==> config.mk <==
export PLATFORM = sky130hd
export DESIGN_NAME = ind_prefix_unit
export DESIGN_NICKNAME = d
export VERILOG_FILES = /design/src/rtl/ind_prefix_pkg.sv /design/src/rtl/ind_prefix_match.sv /design/src/rtl/ind_prefix_state.sv /design/src/rtl/ind_prefix_irq_gate.sv /design/src/rtl/ind_prefix_unit.sv
export SDC_FILE = /design/constraint.sdc
export NUM_CORES = 1
export LEC_CHECK = 0
export CAP_MARGIN = 20
export CORE_AREA = 2 2 39 41
export DETAILED_ROUTE_END_ITERATION = 7
export DIE_AREA = 0 0 41 43
export DONT_BUFFER_PORTS = 1
export PLACE_DENSITY_LB_ADDON = 0.08
export SYNTH_ARGS = -nofsm -noshare
export SYNTH_HDL_FRONTEND = slang
export SYNTH_HIERARCHICAL = 1
export SYNTH_SLANG_ARGS = --single-unit
==> constraint.sdc <==
create_clock -name clk -period 1.3 [get_ports clk]
set_input_delay 0.13 -clock clk [delete_from_list [all_inputs] [get_ports clk]]
set_output_delay 0.13 -clock clk [all_outputs]
set_load 0.01 [all_outputs]
==> src/rtl/ind_prefix_pkg.sv <==
package ind_prefix_pkg;

    typedef struct packed {
        logic flag;     // hidden indirection flag
        logic tgt;      // modified instruction has been fetched
        logic tgt_ind;  // that instruction was already indirect
    } pfx_state_t;

    localparam pfx_state_t PFX_IDLE = '{flag: 1'b0, tgt: 1'b0, tgt_ind: 1'b0};

endpackage

==> src/rtl/ind_prefix_match.sv <==
module ind_prefix_match #(
    parameter int              OP_W      = 8,
    parameter logic [OP_W-1:0] PREFIX_OP = 8'h0B
) (
    input  logic [OP_W-1:0] opcode_i,
    input  logic            fetch_i,
    output logic            pfx_fetch_o,
    output logic            other_fetch_o
);

    logic is_pfx;

    always_comb begin
        is_pfx        = (opcode_i == PREFIX_OP);
        pfx_fetch_o   = fetch_i && is_pfx;
        other_fetch_o = fetch_i && !is_pfx;
    end

endmodule

==> src/rtl/ind_prefix_state.sv <==
module ind_prefix_state
    import ind_prefix_pkg::*;
(
    input  logic clk,
    input  logic rst_n,
    input  logic pfx_fetch_i,
    input  logic other_fetch_i,
    input  logic sync_i,
    input  logic already_ind_i,
    output logic flag_o,
    output logic tgt_o,
    output logic branch_o
);

    pfx_state_t st_d, st_q;

    always_comb begin
        st_d = st_q;
        // boundary that ends a recorded target closes the pair
        if (sync_i && st_q.tgt) begin
            st_d = PFX_IDLE;
        end
        if (pfx_fetch_i) begin
            st_d.flag    = 1'b1;
            st_d.tgt     = 1'b0;
            st_d.tgt_ind = 1'b0;
        end else if (other_fetch_i) begin
            if (st_d.flag && !st_d.tgt) begin
                st_d.tgt     = 1'b1;
                st_d.tgt_ind = already_ind_i;
            end else begin
                st_d = PFX_IDLE;
            end
        end
    end

    always_ff @(posedge clk) begin
        if (!rst_n) begin
            st_q <= PFX_IDLE;
        end else begin
            st_q <= st_d;
        end
    end

    always_comb begin
        flag_o   = st_q.flag;
        tgt_o    = st_q.tgt;
        branch_o = st_q.flag && st_q.tgt && !st_q.tgt_ind;
    end

    AST_SET_ON_PREFIX: assert property (@(posedge clk) disable iff (!rst_n)
        pfx_fetch_i |=> flag_o);
    AST_IDLE_STAYS: assert property (@(posedge clk) disable iff (!rst_n)
        (!flag_o && other_fetch_i) |=> (!flag_o && !branch_o));
    AST_CLEAR_ON_SYNC: assert property (@(posedge clk) disable iff (!rst_n)
        (sync_i && tgt_o && !pfx_fetch_i) |=> !flag_o);
    AST_PREFIX_SYNC_KEEPS: assert property (@(posedge clk) disable iff (!rst_n)
        (sync_i && flag_o && !tgt_o && !fetch_any()) |=> (flag_o && !tgt_o));

    function automatic logic fetch_any();
        return pfx_fetch_i || other_fetch_i;
    endfunction

endmodule

==> src/rtl/ind_prefix_irq_gate.sv <==
module ind_prefix_irq_gate (
    input  logic flag_i,
    input  logic tgt_i,
    input  logic sync_i,
    input  logic irq_req_i,
    output logic irq_take_o
);

    logic pair_open;

    always_comb begin
        pair_open  = flag_i && !tgt_i;
        irq_take_o = irq_req_i && sync_i && !pair_open;
    end

endmodule

==> src/rtl/ind_prefix_unit.sv <==
module ind_prefix_unit #(
    parameter int              OP_W      = 8,
    parameter logic [OP_W-1:0] PREFIX_OP = 8'h0B
) (
    input  logic            clk,
    input  logic            rst_n,
    input  logic [OP_W-1:0] opcode_i,
    input  logic            fetch_i,
    input  logic            sync_i,
    input  logic            already_ind_i,
    input  logic            irq_req_i,
    output logic            ind_flag_o,
    output logic            ind_branch_o,
    output logic            irq_inhibit_o,
    output logic            irq_take_o
);

    logic pfx_fetch, other_fetch, flag, tgt, branch;

    ind_prefix_match #(.OP_W(OP_W), .PREFIX_OP(PREFIX_OP)) u_match (
        .opcode_i      (opcode_i),
        .fetch_i       (fetch_i),
        .pfx_fetch_o   (pfx_fetch),
        .other_fetch_o (other_fetch)
    );

    ind_prefix_state u_state (
        .clk           (clk),
        .rst_n         (rst_n),
        .pfx_fetch_i   (pfx_fetch),
        .other_fetch_i (other_fetch),
        .sync_i        (sync_i),
        .already_ind_i (already_ind_i),
        .flag_o        (flag),
        .tgt_o         (tgt),
        .branch_o      (branch)
    );

    ind_prefix_irq_gate u_gate (
        .flag_i     (flag),
        .tgt_i      (tgt),
        .sync_i     (sync_i),
        .irq_req_i  (irq_req_i),
        .irq_take_o (irq_take_o)
    );

    always_comb begin
        ind_flag_o    = flag;
        ind_branch_o  = branch;
        irq_inhibit_o = flag;
    end

    AST_BRANCH_NEEDS_FLAG: assert property (@(posedge clk) disable iff (!rst_n)
        ind_branch_o |-> ind_flag_o);
    AST_IND_TARGET_NO_BRANCH: assert property (@(posedge clk) disable iff (!rst_n)
        (fetch_i && opcode_i != PREFIX_OP && ind_flag_o && !tgt && already_ind_i)
        |=> !ind_branch_o);
    AST_TAKE_NEEDS_REQ: assert property (@(posedge clk) disable iff (!rst_n)
        irq_take_o |-> (irq_req_i && sync_i));
    AST_NO_TAKE_MID_PAIR: assert property (@(posedge clk) disable iff (!rst_n)
        (irq_inhibit_o && !tgt) |-> !irq_take_o);
    AST_STALE_TARGET_CLEARS: assert property (@(posedge clk) disable iff (!rst_n)
        (fetch_i && opcode_i != PREFIX_OP && tgt && !sync_i) |=> !ind_flag_o);

endmodule

==> qor.txt <==
fin crit share = 85.85%
warnings from Yosys = 6
met2 usage = 9.063%
I/O pin count = 18
final hold slack = 0.04152 ns
simple-gate portion of the synthesized area = 46.25%
final hold vios = 0
worst hold endpoint = u_state/flag_o$_SDFF_PN0_
worst reg-to-reg path cell count = 3
DP Worst Slack = 0.1731 ns
total number of vias = 189
pin count of the biggest net entering global routing = 8
GP Congestion = 0.6366
cts hold-fix bufs = 0
die width = 41 um
Final min period = 1.116 ns
die area = 1763 um2
status = completed
TritonCTS clock tree = done
Cell Pwr Density = 1057 nW/um2
FP Rows = 14
DP Wirelength = 411.9 um
grt ovf = 0
Sink Count = 3
Crit Path Category = flop to output pin
Reg2Reg Setup Slack = 0.47 ns
Adder-Cell Fraction of Synth Area = 0%
HP Start = rst_n
Syn Area/Cell = 8.008 um2
peak supply drop = 0.0003497 V
setup_tns = 0 ns
Compound-Gate Fraction of Synth Area = 18.13%
synthesis-stage register bit count = 3
Setup crit start kind = flop
mux cell area share after synthesis = 0%
Layout area overhead = 26.88%
CTS Buf Count = 3
Worst R2R Start = u_state/tgt_o$_SDFF_PP0_
post-synthesis xor/xnor area fraction = 0%
grt met1 use = 6.390%
required time of the critical path = 1.17 ns
Synth Instances = 25
drt first pass iters = 2
RSZ-0062 raised after global routing = no
Worst-path clk slew = 0.04 ns
Detailed Route Iter0 Violations = 2
CP max FO = 6
htree depth = 1
setup bufs post-CTS = 0
Core Region = 1384 um2
vias in the first global route = 191
busiest grt layer = met2
DRC = 0
actual slew at the worst max-slew pin = 0.2914 ns
area of the mapped netlist = 200.2 um2
Reg-to-Reg End = u_state/flag_o$_SDFF_PN0_
Root Buffer = clkbuf_4
die height = 43 um
max cap viols = 0
Final Setup Violations = 0
Tot GR Track Use = 6.814%
I/O Buffers = 0
Hold Crit Class = input port to flop
# placed instances = 42
final WL = 489 um
Seq/Total Area, Yosys = 30.00%
Crit. End Element = output pin
largest family of logic cells by synthesized area = simple AND/OR/NAND/NOR gates
CP arrival = 0.99 ns
PostCTS Resize Cnt = 0
total chip power = 0.0002685 W
post-route ant nets = 0
fin nets = 45
diode count = 0
antenna violations before repair = 0
clock tree buffer depth = 2
Synth cell types = 16
Clock Latency Late Sink = 0.23 ns
Peak Freq = 0.8960 GHz
first-pass GRT wire length = 779 um
routing usage on met3 = 6.806%
setup ws final = 0.1839 ns
WL per Instance = 10.63 um
share of cells above drive strength 1 = 26.67%
Pleak = 0.08589 nW
hold path depth = 1
post-route insts no fill = 46
Slew Viols, Final = 0
Final Skew = 0.0003335 ns
via-per-instance ratio = 4.109
Synthesized Nets = 39
Initial Utilization = 14.47%
Worst slew margin = 80.55%
## power breakdown
group / switching [W] / internal [W]
clock: 0.0000462 / 0.000115
sequential: 0.000000201 / 0.0000927
combinational: 0.00000615 / 0.00000836
## registers in the layout, summed over array words and instances, names as in the netlist
signal and flops:
u_state/flag_o 1, u_state/st_q 1, u_state/tgt_o 1
## synth_stat cells, drive strengths merged
master | number | area share [%]
nand3b | 2 | 7.5
nor2 | 2 | 3.8
nand2 | 4 | 7.5
and4bb | 1 | 6.2
buf | 1 | 3.8
a21oi | 4 | 12
and3 | 1 | 3.1
nor2b | 1 | 3.1
o21ai | 1 | 2.5
nand4b | 1 | 4.4
dfxtp | 3 | 30
inv | 1 | 1.9
a21boi | 1 | 3.8
nand2b | 1 | 3.1
nor4b | 1 | 7.5
## per-layer routing
layer / vias up / share of wire, %
li1: 97 / -
met1: 83 / 42
met2: 9 / 45
met3: 0 / 13
met4: 0 / 0
met5: - / 0
## final cells by class
type	count	area, um2
Tap cell	16	20.02
Timing Repair Buffer	2	15.01
Clock buffer	4	26.28
Multi-Input combinational cell	20	128.9
Sequential cell	3	60.06
Inverter	1	3.754
Fill cell	164	1130
## kinds of logic after synthesis
| group | after synthesis |
|---|---|
| AND/OR/NAND/NOR | 14 |
| AO/OA/AOI/OAI | 6 |
| flip-flops | 3 |
| buffers and inverters | 2 |
## worst max-delay path by stage
stage                                         start                   endpoint
after floorplan                         opcode_i[4]  u_state/flag_o$_SDFF_PN0_
after global routing      u_state/flag_o$_SDFF_PN0_               ind_branch_o
after global placement                  opcode_i[7]  u_state/flag_o$_SDFF_PN0_
after CTS                 u_state/flag_o$_SDFF_PN0_               ind_branch_o
final                     u_state/flag_o$_SDFF_PN0_               ind_branch_o
after detailed placement                opcode_i[7]  u_state/flag_o$_SDFF_PN0_
## placed cells by master (no fill, tap or decap)
| cell type | count |
|---|---|
| a21boi_0 | 1 |
| clkbuf_4 | 3 |
| o21ai_0 | 1 |
| buf_4 | 2 |
| nand3b_1 | 2 |
| and4bb_2 | 1 |
| nor2_1 | 2 |
| nand2b_1 | 1 |
| nand4b_1 | 1 |
| clkbuf_1 | 1 |
| a21oi_2 | 1 |
| a21oi_1 | 3 |
| and3_1 | 1 |
| inv_1 | 1 |
| nor4b_2 | 1 |
| dfxtp_1 | 3 |
| nor2b_1 | 1 |
| nand2_1 | 4 |
## stage by stage
| step | instance area, um2 | utilization (%) |
|---|---|---|
| final | 254.0 | 18.35 |
| after global routing | 254.0 | 18.35 |
| after CTS | 254.0 | 18.35 |
| after detailed placement | 227.7 | 16.46 |
| after global placement | 227.7 | 16.46 |
| after floorplan | 200.2 | - |
## worst max-delay path: stages, from the launching register on
cell and delay (ns):
dfxtp_1 0.48, nand2_1 0.09, nor2_1 0.19
Note: power is estimated with default switching activity, not from simulation.
